[config.mk]
export PLATFORM = sky130hd
export DESIGN_NAME = gpio_irq_ctrl
export DESIGN_NICKNAME = d
export VERILOG_FILES = /design/src/rtl/gpio_irq_ctrl.sv
export SDC_FILE = /design/constraint.sdc
export NUM_CORES = 1
export LEC_CHECK = 0
export BUFFER_PORTS_ARGS = -buffer_cell sky130_fd_sc_hd__buf_2
export CAP_MARGIN = 10
export CORE_ASPECT_RATIO = 0.75
export CORE_UTILIZATION = 30
export CTS_CLUSTER_SIZE = 10
export DETAILED_ROUTE_END_ITERATION = 7
export SETUP_SLACK_MARGIN = 0.4
export SLEW_MARGIN = 20
export SYNTH_ARGS = -nofsm -noshare
export SYNTH_HDL_FRONTEND = slang
export SYNTH_SLANG_ARGS = --single-unit
[constraint.sdc]
create_clock -name clk -period 4.4 [get_ports clk]
set_clock_uncertainty 0.2 [all_clocks]
set_input_delay 0.22 -clock clk [delete_from_list [all_inputs] [get_ports clk]]
set_output_delay 0.22 -clock clk [all_outputs]
set_load 0.01 [all_outputs]
[src/rtl/gpio_irq_ctrl.sv]
module gpio_irq_ctrl #(
  parameter int NPINS = 16,
  parameter int AW = 6
) (
  input  logic             clk,
  input  logic             rst_n,
  input  logic             wr_en,
  input  logic [AW-1:0]    addr,
  input  logic [NPINS-1:0] wdata,
  output logic [NPINS-1:0] rdata,
  input  logic [NPINS-1:0] pin_in,
  output logic [NPINS-1:0] pin_out,
  output logic [NPINS-1:0] pin_oe,
  output logic             irq
);
  localparam logic [AW-1:0] A_DIR  = 'h00;
  localparam logic [AW-1:0] A_MODE = 'h04;
  localparam logic [AW-1:0] A_POL  = 'h08;
  localparam logic [AW-1:0] A_RISE = 'h0C;
  localparam logic [AW-1:0] A_FALL = 'h10;
  localparam logic [AW-1:0] A_DIN  = 'h14;
  localparam logic [AW-1:0] A_SET  = 'h18;
  localparam logic [AW-1:0] A_CLR  = 'h1C;
  localparam logic [AW-1:0] A_OUT  = 'h20;
  localparam logic [AW-1:0] A_MASK = 'h28;
  localparam logic [AW-1:0] A_IEN  = 'h2C;
  localparam logic [AW-1:0] A_STAT = 'h30;
  localparam logic [AW-1:0] A_ACK  = 'h34;

  logic [NPINS-1:0] dir_q, mode_q, pol_q, rise_q, fall_q, out_q, mask_q, ien_q;
  logic [NPINS-1:0] s1_q, s2_q, s3_q, pend_q;

  wire [NPINS-1:0] ack_vec  = (wr_en && addr == A_ACK) ? wdata : '0;
  wire [NPINS-1:0] edge_hit = ~mode_q & ((rise_q & s2_q & ~s3_q) | (fall_q & ~s2_q & s3_q));
  wire [NPINS-1:0] lvl_hit  = mode_q & ~(s2_q ^ pol_q);
  wire [NPINS-1:0] raw_st   = lvl_hit | (~mode_q & pend_q);
  wire [NPINS-1:0] st_gated = raw_st & ~mask_q & ien_q;

  assign pin_out = out_q;
  assign pin_oe  = dir_q;

  always_ff @(posedge clk or negedge rst_n) begin
    if (!rst_n) begin
      dir_q <= '0; mode_q <= '0; pol_q <= '0; rise_q <= '0; fall_q <= '0;
      out_q <= '0; mask_q <= '1; ien_q <= '0;
    end else if (wr_en) begin
      case (addr)
        A_DIR:  dir_q  <= wdata;
        A_MODE: mode_q <= wdata;
        A_POL:  pol_q  <= wdata;
        A_RISE: rise_q <= wdata;
        A_FALL: fall_q <= wdata;
        A_SET:  out_q  <= out_q | wdata;
        A_CLR:  out_q  <= out_q & ~wdata;
        A_OUT:  out_q  <= wdata;
        A_MASK: mask_q <= wdata;
        A_IEN:  ien_q  <= wdata;
        default: ;
      endcase
    end
  end

  always_ff @(posedge clk or negedge rst_n) begin
    if (!rst_n) begin
      s1_q <= '0; s2_q <= '0; s3_q <= '0; pend_q <= '0; irq <= 1'b0;
    end else begin
      s1_q   <= pin_in;
      s2_q   <= s1_q;
      s3_q   <= s2_q;
      pend_q <= (pend_q & ~ack_vec) | edge_hit;
      irq    <= |st_gated;
    end
  end

  always_comb begin
    case (addr)
      A_DIR:  rdata = dir_q;
      A_MODE: rdata = mode_q;
      A_POL:  rdata = pol_q;
      A_RISE: rdata = rise_q;
      A_FALL: rdata = fall_q;
      A_DIN:  rdata = s2_q;
      A_OUT:  rdata = out_q;
      A_MASK: rdata = mask_q;
      A_IEN:  rdata = ien_q;
      A_STAT: rdata = st_gated;
      default: rdata = '0;
    endcase
  end

  assert_irq_lag_R9: assert property (@(posedge clk) disable iff (!rst_n)
    irq == $past(|st_gated));
  assert_edge_sets_R5: assert property (@(posedge clk) disable iff (!rst_n)
    (|edge_hit) |=> ((pend_q & $past(edge_hit)) == $past(edge_hit)));
  assert_sticky_R8: assert property (@(posedge clk) disable iff (!rst_n)
    1'b1 |=> (($past(pend_q) & ~$past(ack_vec) & ~pend_q) == '0));
  assert_w1s_R3: assert property (@(posedge clk) disable iff (!rst_n)
    (wr_en && addr == A_SET) |=> ((out_q & $past(wdata)) == $past(wdata)));
  assert_w1c_R3: assert property (@(posedge clk) disable iff (!rst_n)
    (wr_en && addr == A_CLR) |=> ((out_q & $past(wdata)) == '0));
endmodule

### After elaboration in Yosys (flattened, before gate mapping)

Index checks and enable logic that the tools add are counted.

| storage, ports and cells | value |
|---|---|
| logic and storage cells | 63 |
| register bits after elaboration | 193 |
| input port bits | 41 |
| output and inout port bits | 49 |

| cells by class | value |
|---|---|
| bitwise gates (word level) | 23 |
| multiplexer cells | 3 |
| reduce and logical (&&, ||, !) cells | 12 |
| equality and inequality tests | 12 |

Operators by type and width:

| operator | count |
|---|---|
| $and A16 B16 Y16 | 11 |
| $pmux W16 S10 | 1 |
| $not A16 Y16 | 7 |
| $or A16 B16 Y16 | 4 |
| $pmux W16 S3 | 1 |
| $eq A6 B6 Y1 const B | 5 |
| $eq A6 B5 Y1 const B | 4 |
| $mux W16 | 1 |
| $reduce_and A2 Y1 | 8 |
| $reduce_or A16 Y1 | 1 |
| $xor A16 B16 Y16 | 1 |
| $eq A6 B4 Y1 const B | 2 |
| $eq A6 B3 Y1 const B | 1 |
| $logic_not A6 Y1 | 1 |
| $reduce_bool A3 Y1 | 1 |
| $logic_and A1 B1 Y1 | 1 |

### Depth between registers and ports, before layout

Gate-level depths: netlist of the first run.

| logic depth | value |
|---|---|
| word-level depth | 7 |
| gate-level depth with buffers | 7 |
| depth with buffers taken out | 4 |

### Least setup slack after synthesis of the first run

Ideal clock, no wire load.

| path | value |
|---|---|
| kind | input to output |
| start | in addr[2] |
| end | out rdata[4] |
| path slack | 2257 ps |
| arrival | 1723 ps |
| stages | 7 |
| buffers on the path | 3 |
| cells stage by stage | clkbuf_1 buf_2 buf_2 mux2i_1 nor3_1 a2111oi_0 nand3_1 |

| between the ends | value |
|---|---|
| cells in the longest elaborated chain, start to end | 2 |
| elaborated cells between the ends (all ways) | 11 |

RTL lines:

| element | line | RTL |
|---|---|---|
| start, declared | 8 | `input logic [AW-1:0] addr,` |
| $eq A6 B6 Y1, or another cell as far along | 76 | `case (addr)` |
| $pmux W16 S10 * | 76 |  |
| end, declared | 10 | `output logic [NPINS-1:0] rdata,` |

Every way passes the cells marked *; elsewhere a longest branch is shown, timed or not.

### Worst setup path in the final report of the first run

| path | value |
|---|---|
| start | in addr[4] |
| end | reg dir_q[4], in the netlist pin_oe[4] |

| between the ends | value |
|---|---|
| cells in the longest elaborated chain, start to end | 2 |

RTL lines:

| element | line | RTL |
|---|---|---|
| $logic_not A6 Y1 | 47 | `case (addr)` |
| $reduce_and A2 Y1 (no source line) | - |  |
| end signal, assigned | 48 | `A_DIR: dir_q <= wdata;` |
| end, declared | 30 | `logic [NPINS-1:0] dir_q, mode_q, pol_q, rise_q, fall_q, out_q, mask_q, ien_q;` |

Every way passes these cells.
A chain may end at the register's enable or synchronous reset.

==> impl_metrics.tcl, run 1 <==
set metrics [dict create \
    status "finished clean" \
    grt_pass1_wl_um 39900 \
    crit_path_max_fanout 31 \
    clk_latency_ns 0.45 \
    grt-ovfl-total 0 \
    crit_slowest_cell "nor2_2" \
    start_kind "primary input" \
    r2r-start "mask_q[0]" \
    clk_pin_slew_worst_paths_ns 0.08 \
    grt_usage 0.1764 \
    area_growth_pct 20.07 \
    dpl.hpwl_um 17100 \
    antennaDiodeCount 0 \
    ys_types 45 \
    fin_area_um2 10770 \
    min_path_type "reg2reg" \
    nNetsFinal 901 \
    die_x_um 201.7 \
    slew_headroom 0.2873 \
    slowest_delay_ns 0.85 \
    start_util 0.3066 \
    post_drt_via_cell_ratio 5.192 \
    peakVddDrop_mv 0.2682 \
    cp_data_required_time_ns 4.53 \
    wl_per_cell_um 20.45 \
    tritoncts "built" \
    grt_max_degree 121 \
    die_y_um 151.8 \
    h-tree-depth 4 \
    crit_path_start "addr[4]" \
    cts-buffers-inserted 17 \
    clockBufferDepth 2 \
    ff2ff_path_depth 4 \
    fin_ws_ns 1.280 \
    regToRegEndpoint "irq" \
    p_per_area_nw_per_um2 414.8 \
    synth_area_um2 8971 \
    num_rows 54 \
    cp.arrival_ns 3.25 \
    syn-instance-count 753 \
    yosysWarnings 0 \
    pre_cts_ws_ns 0.8477 \
    drive_gt1_frac 0.3196 \
    boundaryPins 90 \
    worstSetupPathType "in2reg" \
    seq_area_frac_synth 0.5406 \
    worstPathCellList "buf_2 -> or4_4 -> nor2_2 -> nand2_1 -> buf_4 -> mux2_2" \
    period_needed_ns 3.120 \
    core_um2 29260 \
    finish.utilization 0.3682 \
    cts-resized-gates 0 \
    setup_violations 0 \
    n_fill_cell 2842 \
    drv_cap 0 \
    synth-seq-cells 193 \
    fmax_ghz 0.3205 \
    tightestPinTransition_ns 1.067 \
    report.final.slew_viol_count 0 \
    p_leak_nw 4.777 \
    setup_tns_ns 0 \
    dieArea_um2 30610 \
    vias 6568 \
    critPathCapture "pin_oe[4]" \
    placed_area_um2 9829 \
    ctsRootBufferMaster "clkbuf_16" \
    grt_pass1_vias 6463 \
    numPortBuffers 89 \
    r2r_slack_ns 2.18 \
    drt.antenna.violating_nets 0 \
    drtIter0Drc 479 \
    gp_congestion 0.8284 \
    postSynthAreaPerCell_um2 11.91 \
    first_pass_iters 5 \
    hold_viol 0 \
    wl_um 25870 \
    period_share 0.7092 \
    antenna_found_initial 0 \
    cts.sinks 193 \
    syn_nets 794 \
    p_total_mw 4.468 \
    route.detailed.drc 0 \
    endpoint_kind "flop" \
    rsz0062_at_grt "false" \
]
synth_stat cells, drive strengths merged:
| library cell | n | area (um^2) |
|---|---|---|
| or3 | 3 | 18.77 |
| a221oi | 11 | 96.34 |
| a22o | 10 | 87.58 |
| nor4bb | 4 | 40.04 |
| o2bb2ai | 6 | 52.55 |
| xor2 | 13 | 113.9 |
| or4bb | 13 | 146.4 |
| a22oi | 10 | 75.07 |
| mux2 | 112 | 1299 |
| dfstp | 16 | 420.4 |
| inv | 39 | 146.4 |
| nor4b | 2 | 17.52 |
| nor4 | 3 | 25.02 |
| a2111oi | 17 | 155.1 |
| dfrtp | 177 | 4429 |
| nand2b | 2 | 12.51 |
| nand4b | 3 | 26.28 |
| clkbuf | 30 | 112.6 |
| xnor2 | 3 | 26.28 |
| a31oi | 6 | 37.54 |
| nor2b | 1 | 6.260 |
| nor2 | 9 | 43.79 |
| or4 | 1 | 11.26 |
| mux2i | 27 | 270.3 |
| nand2 | 63 | 244.0 |
| nand3 | 13 | 65.06 |
| nor3 | 65 | 330.3 |
| or2 | 2 | 12.51 |
| nand3b | 23 | 172.7 |
| buf | 20 | 123.9 |
| o21ai | 23 | 115.1 |
| or4b | 2 | 20.02 |
| nand4 | 3 | 18.77 |
| a41oi | 3 | 26.28 |
| a32o | 16 | 160.2 |
| and3 | 2 | 12.51 |
stage by stage:
stage	hold WS [ns]	cells
after floorplan	-0.2756	753
final	0.1384	1265
after global placement	0.1279	1200
after CTS	0.1414	1265
after detailed placement	0.1294	1200
after global routing	0.1558	1265
worst min path at each step:
stage,to,slack [ns],startpoint,depth (start not counted)
after global routing,s2_q[9],0.16,s1_q[9],0
after detailed placement,s1_q[9],0.13,pin_in[9],1
after floorplan,fall_q[0],-0.28,rst_n,0
after global placement,s1_q[8],0.13,pin_in[8],1
final,s2_q[1],0.14,s1_q[1],0
after CTS,s2_q[1],0.14,s1_q[1],0
layer usage:
metal / part of all wire / vias to the layer above / track usage
li1: - / 2988 / -
met1: 0.49 / 3367 / 0.2547
met2: 0.45 / 187 / 0.2672
met3: 0.051 / 26 / 0.03464
met4: 0.013 / 0 / 0.05076
met5: 0 / - / 0
sequential cells by signal (all words and copies together), names as in the netlist:
name,count
mode_q,16
rise_q,16
fall_q,16
pend_q,16
pol_q,16
pin_out,16
mask_q,16
irq,1
s2_q,16
s1_q,16
s3_q,16
ien_q,16
pin_oe,16
logic make-up after synthesis:
group	share of synthesized area
buf+inv	0.04268
compound gates	0.08982
simple gates	0.1364
flops	0.5406
xor+xnor	0.01562
mux	0.1749
cell type report:
type                            instances  area [um^2]  area share
Timing Repair Buffer                  138        917.1     0.08514
Tap cell                              392        490.5     0.04553
Inverter                               39        146.4     0.01359
Clock inverter                         12        145.1     0.01347
Sequential cell                       193         4850      0.4502
Multi-Input combinational cell        471         3756      0.3487
Clock buffer                           20        466.7     0.04333
what timing repair did:
| item | 4_1_cts | 5_1_grt |
|---|---|---|
| setup buffers | 0 | 0 |
| hold endpoints to repair | 271 | 0 |
| hold buffers | 33 | 0 |
power by group:
group          switching [mW]  internal, mW
Combinational           0.301         0.324
Clock                   0.724         0.895
Sequential              0.204          2.02
Total                    1.23          3.24
cells in the final DEF, fill, tap and decap left out, drive strengths merged, types with 9 or more instances in the layout:
cell,synthesis,routed
dfrtp,177,177
mux2,112,112
buf,20,104
nor3,65,65
nand2,63,63
inv,39,44
dlygate4sd3,0,33
mux2i,27,27
nand3b,23,23
o21ai,23,23
clkbuf,30,21
a2111oi,17,17
a32o,16,16
dfstp,16,16
xor2,13,13
or4bb,13,13
nand3,13,13
a221oi,11,11
a22oi,10,10
a22o,10,10
nor2,9,9
worst max-delay path, delay by kind of cell:
kind | cells | cell delay, ns
simple gates | 3 | 2.22
mux | 1 | 0.28
buf+inv | 2 | 0.50
Note: power is estimated with default switching activity, not from simulation.
==> inputs of run 2 (changes only) <==
--- a/config.mk
+++ b/config.mk
@@ -5,6 +5,7 @@
 export SDC_FILE = /design/constraint.sdc
 export NUM_CORES = 1
 export LEC_CHECK = 0
+export ABC_AREA = 1
 export BUFFER_PORTS_ARGS = -buffer_cell sky130_fd_sc_hd__buf_2
 export CAP_MARGIN = 10
 export CORE_ASPECT_RATIO = 0.75
==> constraint.sdc (replaced) <==
create_clock -name clk -period 3.2 [get_ports clk]
set_clock_uncertainty 0.2 [all_clocks]
set_input_delay 0.16 -clock clk [delete_from_list [all_inputs] [get_ports clk]]
set_output_delay 0.16 -clock clk [all_outputs]
set_load 0.01 [all_outputs]
==> run 2 against run 1 <==
  * Global-route usage rose by 0.54 points
  * Clock power rose by 30%
  * Hold slack got worse by 0.028 ns
  * Via count rose by 20%
  * Setup slack got worse by 0.46 ns
  * Non-clock buffer count rose by 4
  * Utilization rose by 0.082 points
  * Sequential power rose by 35%
  * Flip-flop and latch count did not move
  * Routed wire length rose by 6.6%
  * Final area rose by 0.69%
  * Highest routed layer unchanged
  * Register-to-register slack got worse by 0.89 ns
==> impl_metrics.tcl, run 2 <==
set metrics [dict create \
    layout_common_cells "nand2_1 (363), dfrtp_1 (177), o21ai_0 (128)" \
    wl_per_cell_um 16.68 \
    vias 7911 \
    stdcell_count 1654 \
    drv_cap 0 \
    path_delay_family "simple AND/OR/NAND/NOR gates" \
    core_um2 29390 \
    seq_area_um2 4850 \
    yosys-top-cells-count "nand2_1 (363), dfrtp_1 (177), o21ai_0 (128)" \
    p_per_area_nw_per_um2 538.6 \
    yosys_most_used_dff "dfrtp_1" \
    antenna_found_initial 1 \
    grt-ovfl-total 0 \
    grt_pass1_vias 7482 \
    grt_usage 0.1817 \
    crit_slowest_cell "nor2_2" \
    gp_congestion 0.8365 \
    die_y_um 152.7 \
    dpl.hpwl_um 18460 \
    async_reset_ff_frac 1.000 \
    yosysWarnings 0 \
    cts-buffers-inserted 17 \
    min_path_type "in2async" \
    cp_data_required_time_ns 2.84 \
    start_util 0.3090 \
    syn_nets 1175 \
    status "finished clean" \
    h-tree-depth 4 \
    final_common_cell "nand2_1" \
    synth_area_leaders "dfrtp_1 (49%), nand2_1 (15%), o21ai_0 (7.1%), nor2_1 (4.8%), dfstp_2 (4.6%)" \
    start_kind "primary input" \
    slowest_delay_ns 0.46 \
    period_needed_ns 2.383 \
    clk_pin_slew_worst_paths_ns 0.07 \
    synth_area_um2 9082 \
    synth_most_common_cell "nand2_1" \
    drt.antenna.violating_nets 0 \
    regToRegEndpoint "irq" \
    dieArea_um2 30980 \
    first_pass_iters 5 \
    peakVddDrop_mv 0.4010 \
    ff2ff_path_depth 8 \
    drive_gt1_frac 0.1546 \
    slew_headroom 0.4774 \
    route.detailed.drc 0 \
    die_x_um 202.9 \
    endpoint_kind "output port" \
    n_fill_cell 3017 \
    grt_max_degree 84 \
    p_total_mw 5.841 \
    setup_tns_ns 0 \
    multi_input_area_um2 3657 \
    ctsRootBufferMaster "clkbuf_16" \
    seq_area_frac_synth 0.5340 \
    nNetsFinal 1289 \
    fmax_ghz 0.4197 \
    post-synth-top-area-cell "dfrtp_1" \
    synth-seq-cells 193 \
    tightestPinTransition_ns 0.7811 \
    post_drt_via_cell_ratio 4.783 \
    num_rows 54 \
    r2r-start "s2_q[15]" \
    r2r_slack_ns 1.29 \
    drtIter0Drc 757 \
    grt_pass1_wl_um 43260 \
    setup_violations 0 \
    synth_edf_count 0 \
    period_share 0.7446 \
    wl_um 27580 \
    clockBufferDepth 2 \
    postSynthAreaPerCell_um2 8.009 \
    cts.sinks 193 \
    ys_types 27 \
    path_buf_inv 3 \
    numPortBuffers 89 \
    tritoncts "built" \
    hold_viol 0 \
    worstPathCellList "buf_2 -> nor2_2 -> nand2_1 -> nor2_4 -> inv_1 -> nor2_1 -> nor2_1 -> nand3_1 -> buf_2" \
    area_growth_pct 19.41 \
    p_leak_nw 5.269 \
    synth_top_area_frac 0.4877 \
    boundaryPins 90 \
    worstSetupPathType "in2out" \
    report.final.slew_viol_count 0 \
    clk_latency_ns 0.44 \
    rsz0062_at_grt "false" \
    crit_path_max_fanout 11 \
    syn-instance-count 1134 \
    place_inst 1588 \
    cp.arrival_ns 2.02 \
]
==> run 2: cell types whose count changed in the layout (fill, tap and decap cells not counted), moves of 23 or more <==
| cell | before | now |
|---|---|---|
| nand2_1 | 60 | 363 |
| nor2_1 | 5 | 116 |
| o21ai_0 | 23 | 128 |
| mux2_2 | 102 | 0 |
| nor3_1 | 63 | 1 |
| nand3_1 | 13 | 72 |
| inv_1 | 39 | 89 |
| mux2i_1 | 27 | 0 |
| nand3b_1 | 23 | 0 |
==> run 2: what timing repair did <==
action	in CTS	in global routing
hold endpoints to repair	184	0
setup buffers	0	0
resized for setup	0	0
hold buffers	33	0
==> run 2: power breakdown <==
part / total, mW / switching [mW] / internal (mW)
clock network: 2.11 / 1.04 / 1.07
registers: 2.99 / 0.266 / 2.72
logic: 0.740 / 0.458 / 0.282
total: 5.84 / 1.76 / 4.08
==> run 2: layout make-up <==
cell class	instances	area share
antenna	1	0.0002307
clock buffer	19	0.04176
clock inverter	13	0.01073
inverter	91	0.03150
multi-input combinational	803	0.3372
sequential	193	0.4472
tap	392	0.04522
timing repair buffer	142	0.08618
==> run 2: logic make-up (layout without fill, tap and decap cells) <==
kind of cell,Yosys count,in the layout,share of synthesized area
other,0,1,0
AO/OA/AOI/OAI,201,201,0.1237
AND/OR/NAND/NOR,602,602,0.2790
flip-flops,193,193,0.5340
buffers and inverters,138,265,0.06337
==> run 2: routing by layer <==
layer  global-route usage  wire length [um]
met1               0.2573             13120
met2               0.2741             12390
met3              0.03507              1354
met4              0.06731               718
met5                    0                 0
==> run 2: worst max path at each step <==
| stage | endpoint | cells past startpoint | slack [ns] | startpoint |
|---|---|---|---|---|
| 4_1_cts | rdata[1] | 9 | 0.84 | addr[1] |
| 3_3_place_gp | pol_q[10] | 6 | 0.64 | addr[1] |
| 2_1_floorplan | rdata[9] | 9 | 1.67 | addr[1] |
| 3_5_place_dp | pol_q[10] | 6 | 0.56 | addr[1] |
| 6_report | rdata[11] | 9 | 0.82 | addr[1] |
| 5_1_grt | rdata[11] | 9 | 0.66 | addr[1] |
==> run 2: stage by stage <==
step                setup WS, ns    util  cell area, um^2  hold slack [ns]
global placement          0.6375  0.3383             9943          0.05739
finish                    0.8171  0.3690            10850           0.1103
CTS                       0.8393  0.3689            10840           0.1367
global route              0.6556  0.3690            10850           0.1412
detailed placement        0.5593  0.3383             9943          0.05540
floorplan                  1.674       -             9082          -0.3356
==> inputs of run 3 (changes only) <==
==> constraint.sdc (replaced) <==
create_clock -name clk -period 2.15 [get_ports clk]
set_clock_uncertainty 0.2 [all_clocks]
set_input_delay 0.1075 -clock clk [delete_from_list [all_inputs] [get_ports clk]]
set_output_delay 0.1075 -clock clk [all_outputs]
set_load 0.01 [all_outputs]
==> run 3 against run 2 <==
  * The flow now finishes with violations (hold timing)
  * Clock power rose by 53%
  * Flip-flop and latch count did not move
  * Total power rose by 55%
  * Clock-buffer cell count rose by 1
  * Register-to-register slack got worse by 1.0 ns
  * Highest routed layer unchanged
==> impl_metrics.tcl, run 3 (synthesis gave the netlist of run 2 again) <==
set metrics [dict create \
    finish.utilization 0.4021 \
    peakVddDrop_mv 0.4914 \
    p_sw_frac 0.2941 \
    hold_buffers 34 \
    power_frac_comb 0.155 \
    vias 8323 \
    fmax_ghz 0.5042 \
    area_growth_pct 30.13 \
    start_util 0.3090 \
    die_x_um 202.9 \
    cts.sinks 193 \
    ff2ff_path_depth 14 \
    nNetsFinal 1374 \
    regToRegEndpoint "irq" \
    stdcell_count 1739 \
    antenna_found_initial 1 \
    core_um2 29390 \
    gp_congestion 0.8741 \
    h-tree-depth 4 \
    whs_ns -0.05019 \
    wl_um 28370 \
    status "complete, but fails checks" \
    start_kind "flop" \
    power_switching_mw 2.671 \
    boundaryPins 90 \
    die_y_um 152.7 \
    min_path_type "in2async" \
    layout_common_cells "nand2_1 (344), dfrtp_1 (165), o21ai_0 (117)" \
    drv_cap 0 \
    endpoint_kind "output port" \
    p_int_mw 6.410 \
    p_per_area_nw_per_um2 768.3 \
    setup_tns_ns 0 \
    cp.arrival_ns 1.68 \
    p_total_mw 9.081 \
    dpl.hpwl_um 18860 \
    n_fill_cell 2936 \
    drive_gt1_frac 0.2548 \
    r2r_slack_ns 0.27 \
    power_frac_seq 0.489 \
    slew_headroom 0.5002 \
    setup_violations 0 \
    dieArea_um2 30980 \
    report.final.slew_viol_count 0 \
    clk_pin_slew_worst_paths_ns 0.07 \
    ctsRootBufferMaster "clkbuf_16" \
    grt_pass1_wl_um 44170 \
    drtIter0Drc 603 \
    hold_viol 29 \
    post_drt_via_cell_ratio 4.786 \
    tightestPinTransition_ns 0.7497 \
    num_rows 54 \
    crit_path_start "mask_q[15]" \
    grt_max_degree 48 \
    clk_latency_ns 0.45 \
    crit_path_max_fanout 2 \
    first_pass_iters 5 \
    tritoncts "built" \
    cp_data_required_time_ns 1.84 \
    cts-buffers-inserted 17 \
    rsz0062_at_grt "true" \
    grt_pass1_vias 7818 \
    route.detailed.drc 0 \
    violations "hold timing" \
    numPortBuffers 89 \
    placed_area_um2 10230 \
    r2r-start "mask_q[9]" \
    final_common_cell "nand2_1" \
    wl_per_cell_um 16.32 \
    grt-ovfl-total 0 \
    drt.antenna.violating_nets 0 \
    p_leak_nw 5.744 \
    place_inst 1611 \
    clockBufferDepth 2 \
    grt_usage 0.1862 \
    power_frac_clock 0.356 \
    fin_area_um2 11820 \
    period_needed_ns 1.983 \
    period_share 0.9225 \
    worstSetupPathType "reg2out" \
]
[run 3: cell types whose count changed in the layout (fill, tap and decap cells not counted), sizes merged]
cell	before	now
inv	100	97
bufinv	0	1
clkbuf	20	21
buf	108	192
clkinv	3	4
dlymetal6s4s	0	1
[run 3: area by class of cell]
class | count | area (um^2) | share of cell area
diodes | 1 | 2.502 | 0.0002117
well taps | 392 | 490.5 | 0.04150
clock inverters | 12 | 141.4 | 0.01196
repair buffers | 227 | 1743 | 0.1475
clock buffers | 20 | 456.7 | 0.03864
flip-flops and latches | 193 | 4865 | 0.4116
inverters | 91 | 345.3 | 0.02922
multi-input cells | 803 | 3775 | 0.3194
[run 3: worst max-delay path by stage]
stage	end	slack (ns)	depth (start not counted)
floorplan	rdata[9]	0.73	9
global placement	rdata[1]	0.28	11
detailed placement	pin_oe[6]	0.26	9
CTS	rdata[15]	0.17	9
global route	rdata[15]	0.07	9
finish	rdata[15]	0.17	9
[run 3: layer usage]
layer  vias up  track usage  routed length, um  part of all wire
met5         -            0                  0                 0
met4         0      0.07053                798             0.028
met3        48      0.03571               1474             0.052
met1      3984       0.2589              12970              0.46
li1       4060            -                  -                 -
met2       231       0.2860              13130              0.46
[run 3: repair_timing]
item / in CTS / in global routing
setup endpoints to repair: 16 / 32
buffers inserted: 45 / 16
hold endpoints to repair: 329 / 29
pin swaps: 41 / 39
gates resized for setup: 24 / 65
[run 3: stage by stage]
stage,setup slack [ns],hold WS (ns)
6_report,0.1667,-0.05019
5_1_grt,0.06509,-0.03643
4_1_cts,0.1674,-0.04851
3_5_place_dp,0.2603,-0.08416
3_3_place_gp,0.2816,-0.08565
2_1_floorplan,0.7294,-0.3881
[run 3: critical path, cell delays in order (launching register included)]
cell and delay [ns]:
dfstp_2 0.54, inv_2 0.03, nand2_2 0.05, nor2_2 0.05, o21ai_2 0.05, buf_4 0.12, nor2_2 0.03, nor2_1 0.10
nand3_1 0.10, buf_2 0.16
[run 3: power groups by stage]
stage / registers, mW / clock network (mW) / logic (mW)
2_1_floorplan: 4.43 / 0 / 0.574
3_3_place_gp: 4.50 / 0 / 1.05
3_5_place_dp: 4.50 / 0 / 1.08
4_1_cts: 4.43 / 3.30 / 1.30
5_1_grt: 4.50 / 3.45 / 1.59
6_report: 4.44 / 3.23 / 1.41
